===== src/rtl/extint_pkg.sv =====
package extint_pkg;

  localparam int unsigned REG_W = 8;

  // Register bit positions (software-visible layout)
  localparam int unsigned BIT_RSVD     = 7;
  localparam int unsigned BIT_PULL_DIS = 6;
  localparam int unsigned BIT_POL      = 5;
  localparam int unsigned BIT_PIN_EN   = 4;
  localparam int unsigned BIT_FLAG     = 3;
  localparam int unsigned BIT_ACK      = 2;
  localparam int unsigned BIT_IRQ_EN   = 1;
  localparam int unsigned BIT_LVL_MODE = 0;

  typedef struct packed {
    logic pull_dis;
    logic pol_high;
    logic pin_en;
    logic irq_en;
    logic lvl_mode;
  } ctrl_t;

  localparam ctrl_t CTRL_RESET = '0;

endpackage


===== src/rtl/extint_sync.sv =====
module extint_sync #(
  parameter int unsigned STAGES  = 2,
  parameter logic        RST_VAL = 1'b0
) (
  input  logic clk_i,
  input  logic rst_ni,
  input  logic d_i,
  output logic q_o
);

  logic [STAGES-1:0] stg_q;
  logic [STAGES-1:0] stg_d;

  genvar g;
  generate
    for (g = 0; g < STAGES; g++) begin : g_stage
      if (g == 0) begin : g_first
        assign stg_d[g] = d_i;
      end else begin : g_next
        assign stg_d[g] = stg_q[g-1];
      end
    end
  endgenerate

  always_ff @(posedge clk_i or negedge rst_ni) begin
    if (!rst_ni) begin
      stg_q <= {STAGES{RST_VAL}};
    end else begin
      stg_q <= stg_d;
    end
  end

  assign q_o = stg_q[STAGES-1];

endmodule


===== src/rtl/extint_detect.sv =====
module extint_detect (
  input  logic clk_i,
  input  logic rst_ni,
  input  logic smp_i,
  input  logic pin_en_i,
  input  logic pol_high_i,
  input  logic lvl_mode_i,
  output logic evt_o
);

  logic prev_q;
  logic prev_d;
  logic at_active;
  logic edge_hit;

  // Event decode and previous-sample next state
  always_comb begin
    at_active = pol_high_i ? smp_i : ~smp_i;
    edge_hit  = at_active && (smp_i != prev_q);
    evt_o     = pin_en_i && (edge_hit || (lvl_mode_i && at_active));
    // While disabled, hold the inactive level so enabling never fakes an edge
    prev_d    = pin_en_i ? smp_i : ~pol_high_i;
  end

  always_ff @(posedge clk_i or negedge rst_ni) begin
    if (!rst_ni) begin
      prev_q <= 1'b1;
    end else begin
      prev_q <= prev_d;
    end
  end

endmodule


===== src/rtl/extint_regs.sv =====
module extint_regs
  import extint_pkg::*;
(
  input  logic             clk_i,
  input  logic             rst_ni,
  input  logic             wr_en_i,
  input  logic [REG_W-1:0] wr_data_i,
  input  logic             evt_i,
  output ctrl_t            ctrl_o,
  output logic             flag_o,
  output logic [REG_W-1:0] rd_data_o,
  output logic             irq_o
);

  ctrl_t ctrl_q;
  ctrl_t ctrl_d;
  logic  flag_q;
  logic  flag_d;
  logic  ack;
  logic  unused_wr_bits;

  assign ack            = wr_en_i && wr_data_i[BIT_ACK];
  assign unused_wr_bits = ^{wr_data_i[BIT_RSVD], wr_data_i[BIT_FLAG]};

  always_comb begin
    ctrl_d = ctrl_q;
    if (wr_en_i) begin
      ctrl_d.pull_dis = wr_data_i[BIT_PULL_DIS];
      ctrl_d.pol_high = wr_data_i[BIT_POL];
      ctrl_d.pin_en   = wr_data_i[BIT_PIN_EN];
      ctrl_d.irq_en   = wr_data_i[BIT_IRQ_EN];
      ctrl_d.lvl_mode = wr_data_i[BIT_LVL_MODE];
    end
  end

  // A new event outranks an acknowledge in the same cycle
  always_comb begin
    flag_d = flag_q;
    if (evt_i) begin
      flag_d = 1'b1;
    end else if (ack) begin
      flag_d = 1'b0;
    end
  end

  always_ff @(posedge clk_i or negedge rst_ni) begin
    if (!rst_ni) begin
      ctrl_q <= CTRL_RESET;
      flag_q <= 1'b0;
    end else begin
      ctrl_q <= ctrl_d;
      flag_q <= flag_d;
    end
  end

  always_comb begin
    rd_data_o               = '0;
    rd_data_o[BIT_PULL_DIS] = ctrl_q.pull_dis;
    rd_data_o[BIT_POL]      = ctrl_q.pol_high;
    rd_data_o[BIT_PIN_EN]   = ctrl_q.pin_en;
    rd_data_o[BIT_FLAG]     = flag_q;
    rd_data_o[BIT_IRQ_EN]   = ctrl_q.irq_en;
    rd_data_o[BIT_LVL_MODE] = ctrl_q.lvl_mode;
  end

  assign ctrl_o = ctrl_q;
  assign flag_o = flag_q;
  assign irq_o  = flag_q && ctrl_q.irq_en;

endmodule


===== src/rtl/extint_ctrl.sv =====
module extint_ctrl
  import extint_pkg::*;
#(
  parameter int unsigned SYNC_STAGES = 2,
  parameter int unsigned RST_STAGES  = 2
) (
  input  logic             clk_i,
  input  logic             rst_ni,
  input  logic             pin_i,
  input  logic             wr_en_i,
  input  logic [REG_W-1:0] wr_data_i,
  output logic [REG_W-1:0] rd_data_o,
  output logic             irq_o,
  output logic             pull_en_o,
  output logic             pull_down_o
);

  logic  rst_core_n;
  logic  pin_smp;
  logic  evt;
  logic  flag;
  ctrl_t ctrl;

  extint_sync #(
    .STAGES (RST_STAGES),
    .RST_VAL(1'b0)
  ) u_rst_sync (
    .clk_i (clk_i),
    .rst_ni(rst_ni),
    .d_i   (1'b1),
    .q_o   (rst_core_n)
  );

  extint_sync #(
    .STAGES (SYNC_STAGES),
    .RST_VAL(1'b1)
  ) u_pin_sync (
    .clk_i (clk_i),
    .rst_ni(rst_core_n),
    .d_i   (pin_i),
    .q_o   (pin_smp)
  );

  extint_detect u_detect (
    .clk_i     (clk_i),
    .rst_ni    (rst_core_n),
    .smp_i     (pin_smp),
    .pin_en_i  (ctrl.pin_en),
    .pol_high_i(ctrl.pol_high),
    .lvl_mode_i(ctrl.lvl_mode),
    .evt_o     (evt)
  );

  extint_regs u_regs (
    .clk_i    (clk_i),
    .rst_ni   (rst_core_n),
    .wr_en_i  (wr_en_i),
    .wr_data_i(wr_data_i),
    .evt_i    (evt),
    .ctrl_o   (ctrl),
    .flag_o   (flag),
    .rd_data_o(rd_data_o),
    .irq_o    (irq_o)
  );

  // Pad controls: pull only when the pin is in use, direction follows polarity
  assign pull_en_o   = ctrl.pin_en && !ctrl.pull_dis;
  assign pull_down_o = pull_en_o && ctrl.pol_high;

endmodule


===== config.mk =====
export PLATFORM = sky130hd
export DESIGN_NAME = extint_ctrl
export DESIGN_NICKNAME = d
export VERILOG_FILES = /design/src/rtl/extint_pkg.sv /design/src/rtl/extint_sync.sv /design/src/rtl/extint_detect.sv /design/src/rtl/extint_regs.sv /design/src/rtl/extint_ctrl.sv
export SDC_FILE = /design/constraint.sdc
export NUM_CORES = 1
export LEC_CHECK = 0
export BUFFER_PORTS_ARGS = -buffer_cell sky130_fd_sc_hd__buf_2
export CAP_MARGIN = 5
export CELL_PAD_IN_SITES_DETAIL_PLACEMENT = 1
export CELL_PAD_IN_SITES_GLOBAL_PLACEMENT = 1
export CORE_MARGIN = 4
export CORE_UTILIZATION = 35
export DETAILED_ROUTE_END_ITERATION = 7
export PLACE_DENSITY_LB_ADDON = 0.1
export SYNTH_ARGS = -nofsm -noshare
export SYNTH_HDL_FRONTEND = slang
export SYNTH_SLANG_ARGS = --single-unit

===== constraint.sdc =====
create_clock -name clk_i -period 2.2 [get_ports clk_i]
set_clock_uncertainty 0.1 [all_clocks]
set_input_delay 0.33 -clock clk_i [delete_from_list [all_inputs] [get_ports clk_i]]
set_output_delay 0.33 -clock clk_i [all_outputs]
set_load 0.01 [all_outputs]

==> impl_metrics.csv, run 1 <==
group,metric,value,unit
status,run_status,"finished clean",
clocking,cts_tree,"yes",
placement,portBuffers,18,
worst_setup_path,worstPathArrival,1170,ps
clocking,cts_htree_levels,1,
yosys,synth_common_cells,"dfrtp_1 (8), buf_4 (6), mux2_4 (5)",
yosys,yosysMostFrequentCell,"dfrtp_1",
yosys,postSynthAreaPerCell,13.6,um2
power,peakVddDrop,0.311,mV
final_layout,nets,66,
sta,whs,41.8,ps
yosys,netlist_instances,36,
yosys,yosysUniqueCellTypes,14,
worst_setup_path,slowest_delay,430,ps
clocking,cts-root-buf,"clkbuf_4",
routing,route.detailed.drc,0,
sta,rsz0062_at_grt,"false",
routing,vias_per_cell,4.13,
yosys,synth_area,488,um2
yosys,ys_top_cells_by_area,"dfrtp_1 (41%), dfstp_2 (16%), mux2_4 (15%)",
worst_setup_path,path_class,"register to output pin",
clocking,clock_latency,270,ps
global_routing,grtUsageTotal,0.0983,
final_layout,syn_to_final_growth,19.0,%
routing,wirelength,853,um
routing,drtIter0Drc,5,
final_layout,nFillCells,153,
clocking,cts_resized,0,
yosys,ys_seq_area_frac,0.572,
worst_setup_path,end_kind,"output pin",
final_layout,drive_gt1_frac,0.547,
routing,postRouteAntennaNets,0,
worst_setup_path,critPathRequiredTime,1770,ps
sta,setup-tns-final,0,ps
placement,dpl.cell_count,63,
floorplan,die_x,45.3,um
floorplan,die_area,2060,um2
worst_setup_path,r2r_slack,1120,ps
sta,fin_crit_sh,0.729,
routing,vias,281,
placement,dpl_cell_area,544,um2
worst_setup_path,crit_path_start_kind,"register",
sta,max_freq,623,MHz
clocking,clock_sinks,11,
power,leakage,0.307,nW
sta,setup_viol_count_final,0,
placement,hpwl,689,um
placement,place.gp.congestion,0.674,
worst_setup_path,cp_slowest_cell,"dfrtp_1",
sta,final_max_slew_viol_count,0,
global_routing,grt_pass1_wl,1350,um
floorplan,coreArea,1300,um2
routing,dr.pass1.iters,3,
global_routing,overflow,0,
yosys,ys_ff_latch,11,
routing,wire_per_inst,12.5,um
clocking,clk_pin_slew,70,ps
final_layout,final_cell_area,581,um2
clocking,cts_buffers,3,
global_routing,grt_max_degree,10,
global_routing,antenna_found_initial,0,
worst_hold_path,hp-class,"register to asynchronous set/reset pin",
sta,period_needed,1600,ps
worst_setup_path,r2r-start,"u_pin_sync.stg_q[1]$_DFF_PN1_",
sta,hold_viol,0,
worst_setup_path,reg2regPathDepth,3,
power,p_per_area,788,nW/um2
floorplan,rows,13,
final_layout,finish.utilization,0.446,
floorplan,start_util,0.375,
yosys,synth_edf_count,0,
clocking,cts_buffer_depth,2,
yosys,synth_area_leader_cell,"dfrtp_1",
final_layout,instances_no_fill,68,
job,maxCapViolations,0,
yosys,synth_warnings,0,
yosys,yosysTopAreaCellShare,0.410,
floorplan,die_y,45.3,um
worst_setup_path,reg2reg_to,"u_regs.flag_o$_DFFE_PN0P_",
worst_setup_path,path_cells,"and2b_1 > and2_1 > buf_2",
floorplan,io-pin-count,23,
yosys,synthArstFlopShare,1.00,
yosys,synthFlopType,"dfrtp_1",
global_routing,grt_pass1_vias,305,
final_layout,diodes,0,
worst_setup_path,cp_max_fo,5,
-- per-layer routing --
metal / wire [um] / global-route usage / vias up
li1: - / - / 139
met1: 333 / 0.110 / 128
met2: 431 / 0.158 / 12
met3: 68 / 0.0398 / 2
met4: 20 / 0.0526 / 0
met5: 0 / 0 / -
-- per-stage QoR --
stage,total power [W],setup WS [ps]
3_3_place_gp,0.000324,910
4_1_cts,0.000470,575
6_report,0.000457,596
5_1_grt,0.000484,549
2_1_floorplan,0.000308,938
3_5_place_dp,0.000327,876
-- worst max-delay path: cells and delay by family (launching register included) --
| family | cells | cell delay, ps |
|---|---|---|
| flip-flops | 1 | 430 |
| AND/OR/NAND/NOR | 2 | 340 |
| buffers and inverters | 1 | 140 |
-- sequential cells by signal, indices dropped and copies added (netlist names) --
signal	count
u_rst_sync.stg_q	2
u_regs.ctrl_o	5
u_detect.prev_q	1
u_pin_sync.stg_q	2
u_regs.flag_o	1
-- cell families (layout without fill, tap and decap cells) --
| logic type | after synthesis | in the layout | synth area share |
|---|---|---|---|
| AOI/OAI and AO/OA | 1 | 1 | 0.0154 |
| buffers and inverters | 8 | 24 | 0.123 |
| DFF | 11 | 11 | 0.572 |
| other | 2 | 3 | 0.0154 |
| muxes | 6 | 6 | 0.174 |
| xor gates and xnor gates | 2 | 2 | 0.0359 |
| and+or+nand+nor | 6 | 6 | 0.0641 |
-- how the worst max path moves through the flow --
stage | depth (start not counted) | start | endpoint
global placement | 3 | u_regs.ctrl_o[2]$_DFFE_PN0P_ | pull_down_o
global route | 3 | u_regs.ctrl_o[2]$_DFFE_PN0P_ | pull_down_o
finish | 3 | u_regs.ctrl_o[2]$_DFFE_PN0P_ | pull_down_o
CTS | 3 | u_regs.ctrl_o[2]$_DFFE_PN0P_ | pull_down_o
floorplan | 2 | u_regs.ctrl_o[4]$_DFFE_PN0P_ | pull_down_o
detailed placement | 3 | u_regs.ctrl_o[2]$_DFFE_PN0P_ | pull_down_o
-- cells in the final DEF, fill, tap and decap left out, drive strengths merged --
cell / synthesis / layout
and2: 2 / 2
and2b: 1 / 1
buf: 7 / 18
clkbuf: 0 / 4
conb: 2 / 3
dfrtp: 8 / 8
dfstp: 3 / 3
dlygate4sd3: 0 / 1
inv: 1 / 1
mux2: 5 / 5
mux2i: 1 / 1
nand2: 3 / 3
o211ai: 1 / 1
xnor2: 1 / 1
xor2: 1 / 1
-- power breakdown --
| group | switching, W | internal (W) | total (W) |
|---|---|---|---|
| Clock | 0.0000647 | 0.0000702 | 0.000135 |
| Combinational | 0.0000350 | 0.0000445 | 0.0000794 |
| Sequential | 0.0000175 | 0.000225 | 0.000243 |
-- area by class of cell --
class | instances | area, um2 | area share
tap | 15 | 18.8 | 0.0323
clock buffer | 4 | 26.3 | 0.0453
timing repair buffer | 19 | 100 | 0.172
sequential | 11 | 279 | 0.481
multi-input combinational | 18 | 153 | 0.263
inverter | 1 | 3.75 | 0.00647
-- what timing repair did --
action,in CTS,in global routing
endpoints found under the hold margin,2,0
setup buffers,0,0
hold buffers,1,0
Note: power is estimated with default switching activity, not from simulation.
==> inputs of run 2 (changes only) <==
--- a/config.mk
+++ b/config.mk
@@ -10,7 +10,7 @@
 export CELL_PAD_IN_SITES_DETAIL_PLACEMENT = 1
 export CELL_PAD_IN_SITES_GLOBAL_PLACEMENT = 1
 export CORE_MARGIN = 4
-export CORE_UTILIZATION = 35
+export CORE_UTILIZATION = 32
 export DETAILED_ROUTE_END_ITERATION = 7
 export PLACE_DENSITY_LB_ADDON = 0.1
 export SYNTH_ARGS = -nofsm -noshare
==> constraint.sdc (replaced) <==
create_clock -name clk_i -period 1.7 [get_ports clk_i]
set_clock_uncertainty 0.1 [all_clocks]
set_input_delay 0.255 -clock clk_i [delete_from_list [all_inputs] [get_ports clk_i]]
set_output_delay 0.255 -clock clk_i [all_outputs]
set_load 0.01 [all_outputs]
==> run 2 against run 1 <==
Register-to-register slack worse by 510 ps. Via count is 4.3% higher. Setup slack got worse by 430 ps. Core utilization is 1.4 points lower. Global-route usage is 1.8 points higher. Sequential share of layout area shrank 0.81 points. Combinational power grew 31%. Total power rose by 30%. Count of clock-buffer cells in the layout unchanged. Largest power group unchanged.
==> impl_metrics.csv, run 2 (synthesis results as in run 1) <==
group,metric,value,unit
worst_setup_path,cp_slowest_cell,"dfrtp_1",
clocking,cts_resized,0,
final_layout,nets,67,
placement,place.gp.congestion,0.634,
sta,final_max_slew_viol_count,0,
power,switchingPower,0.000151,W
clocking,cts_buffer_depth,2,
final_layout,syn_to_final_growth,21.0,%
placement,pre_cts_ws,469,ps
power,seq_power_share,0.533,
worst_hold_path,hp-class,"register to asynchronous set/reset pin",
sta,max_freq,653,MHz
floorplan,die_area,2210,um2
status,run_status,"finished clean",
power,peakVddDrop,0.556,mV
clocking,clock_latency,260,ps
global_routing,antenna_found_initial,0,
clocking,cts_tree,"yes",
power,switching_share,0.255,
floorplan,die_y,47.1,um
worst_setup_path,crit_path_start_kind,"register",
floorplan,rows,13,
clocking,clk_pin_slew,70,ps
final_layout,largest_reg_flops,5,
global_routing,grt_pass1_wl,1660,um
global_routing,grtUsageTotal,0.116,
placement,hpwl,733,um
power,clkPwrFrac,0.291,
floorplan,io-pin-count,23,
power,power.internal,0.000441,W
sta,setup-tns-final,0,ps
routing,vias,293,
clocking,cts_buffers,3,
floorplan,coreArea,1370,um2
sta,setup_viol_count_final,0,
global_routing,overflow,0,
sta,period_needed,1530,ps
routing,dr.pass1.iters,2,
routing,wire_per_inst,13.7,um
floorplan,start_util,0.357,
clocking,clock_sinks,11,
worst_setup_path,critPathRequiredTime,1340,ps
global_routing,grt_max_degree,10,
worst_setup_path,path_buf_inv,1,
power,p_per_area,1000,nW/um2
global_routing,grt_pass1_vias,353,
worst_setup_path,r2r_slack,610,ps
worst_setup_path,path_cells,"and2b_1 > and2_1 > buf_2",
worst_setup_path,cp_max_fo,5,
routing,postRouteAntennaNets,0,
worst_setup_path,worstPathArrival,1180,ps
worst_setup_path,path_delay_family,"flip-flops",
job,maxCapViolations,0,
clocking,hold_buffers,2,
sta,worst_slack,168,ps
placement,portBuffers,18,
clocking,cts-root-buf,"clkbuf_4",
worst_setup_path,end_kind,"output pin",
final_layout,diodes,0,
routing,vias_per_cell,4.25,
routing,drtIter0Drc,2,
clocking,cts_htree_levels,1,
clocking,post_cts_buffers,0,
sta,fin_crit_sh,0.901,
power,leakage,0.312,nW
worst_setup_path,slowest_delay,440,ps
sta,rsz0062_at_grt,"false",
final_layout,layout_common_cells,"buf_2 (18), dfrtp_1 (8), mux2_4 (5)",
floorplan,die_x,47.1,um
sta,hold_viol,0,
worst_setup_path,path_class,"register to output pin",
final_layout,final_common_cell,"buf_2",
routing,wirelength,943,um
final_layout,drive_gt1_frac,0.537,
power,comb_power_share,0.176,
routing,route.detailed.drc,0,
## run 2: cell types whose count changed in the layout (fill, tap and decap cells not counted)
cell | previous run | this run
dlygate4sd3_1 | 1 | 2
## run 2: final timing paths
path / from / to / cells after the start
worst max-delay path: u_regs.ctrl_o[2]$_DFFE_PN0P_ / pull_down_o / 3
worst min-delay path: u_rst_sync.stg_q[1]$_DFF_PN0_ / u_regs.ctrl_o[3]$_DFFE_PN0P_ / 0
worst max register to register: u_pin_sync.stg_q[1]$_DFF_PN1_ / u_regs.flag_o$_DFFE_PN0P_ / 3
worst min register to register: u_rst_sync.stg_q[1]$_DFF_PN0_ / u_regs.ctrl_o[3]$_DFFE_PN0P_ / 0
max in group asynchronous: u_rst_sync.stg_q[1]$_DFF_PN0_ / u_detect.prev_q$_DFF_PN1_ / 0
min in group clk_i: wr_data_i[5] / u_regs.ctrl_o[3]$_DFFE_PN0P_ / 2
## run 2: per-layer routing
| layer | routed length [um] | vias to the layer above | global-route usage |
|---|---|---|---|
| met2 | 474 | 14 | 0.187 |
| met1 | 366 | 136 | 0.129 |
| li1 | - | 141 | - |
| met4 | 14 | 0 | 0.0663 |
| met3 | 86 | 2 | 0.0498 |
| met5 | 0 | - | 0 |
## run 2: power groups by stage
stage                     registers [W]  clock network [W]  logic [W]
after CTS                      0.000317           0.000180   0.000107
after floorplan                0.000317                  0  0.0000821
final                          0.000316           0.000173   0.000104
after global placement         0.000319                  0  0.0000996
after global routing           0.000322           0.000196   0.000116
after detailed placement       0.000321                  0   0.000102
## run 2: stage by stage
| step | utilization | hold slack, ps | cell area [um2] | total power, W | instances |
|---|---|---|---|---|---|
| final | 0.432 | 37.7 | 591 | 0.000593 | 69 |
| after global routing | 0.432 | 77.4 | 591 | 0.000635 | 69 |
| after CTS | 0.432 | 53.8 | 591 | 0.000603 | 69 |
| after detailed placement | 0.398 | -54.8 | 544 | 0.000423 | 63 |
| after global placement | 0.398 | -60.6 | 544 | 0.000419 | 63 |
| after floorplan | - | -141 | 492 | 0.000399 | 37 |
## run 2: layout make-up
cell class	instances	area [um2]
well taps	15	18.8
fillers	158	776
flip-flops and latches	11	279
inverters	1	3.75
clock buffers	4	26.3
repair buffers	20	110
multi-input cells	18	153
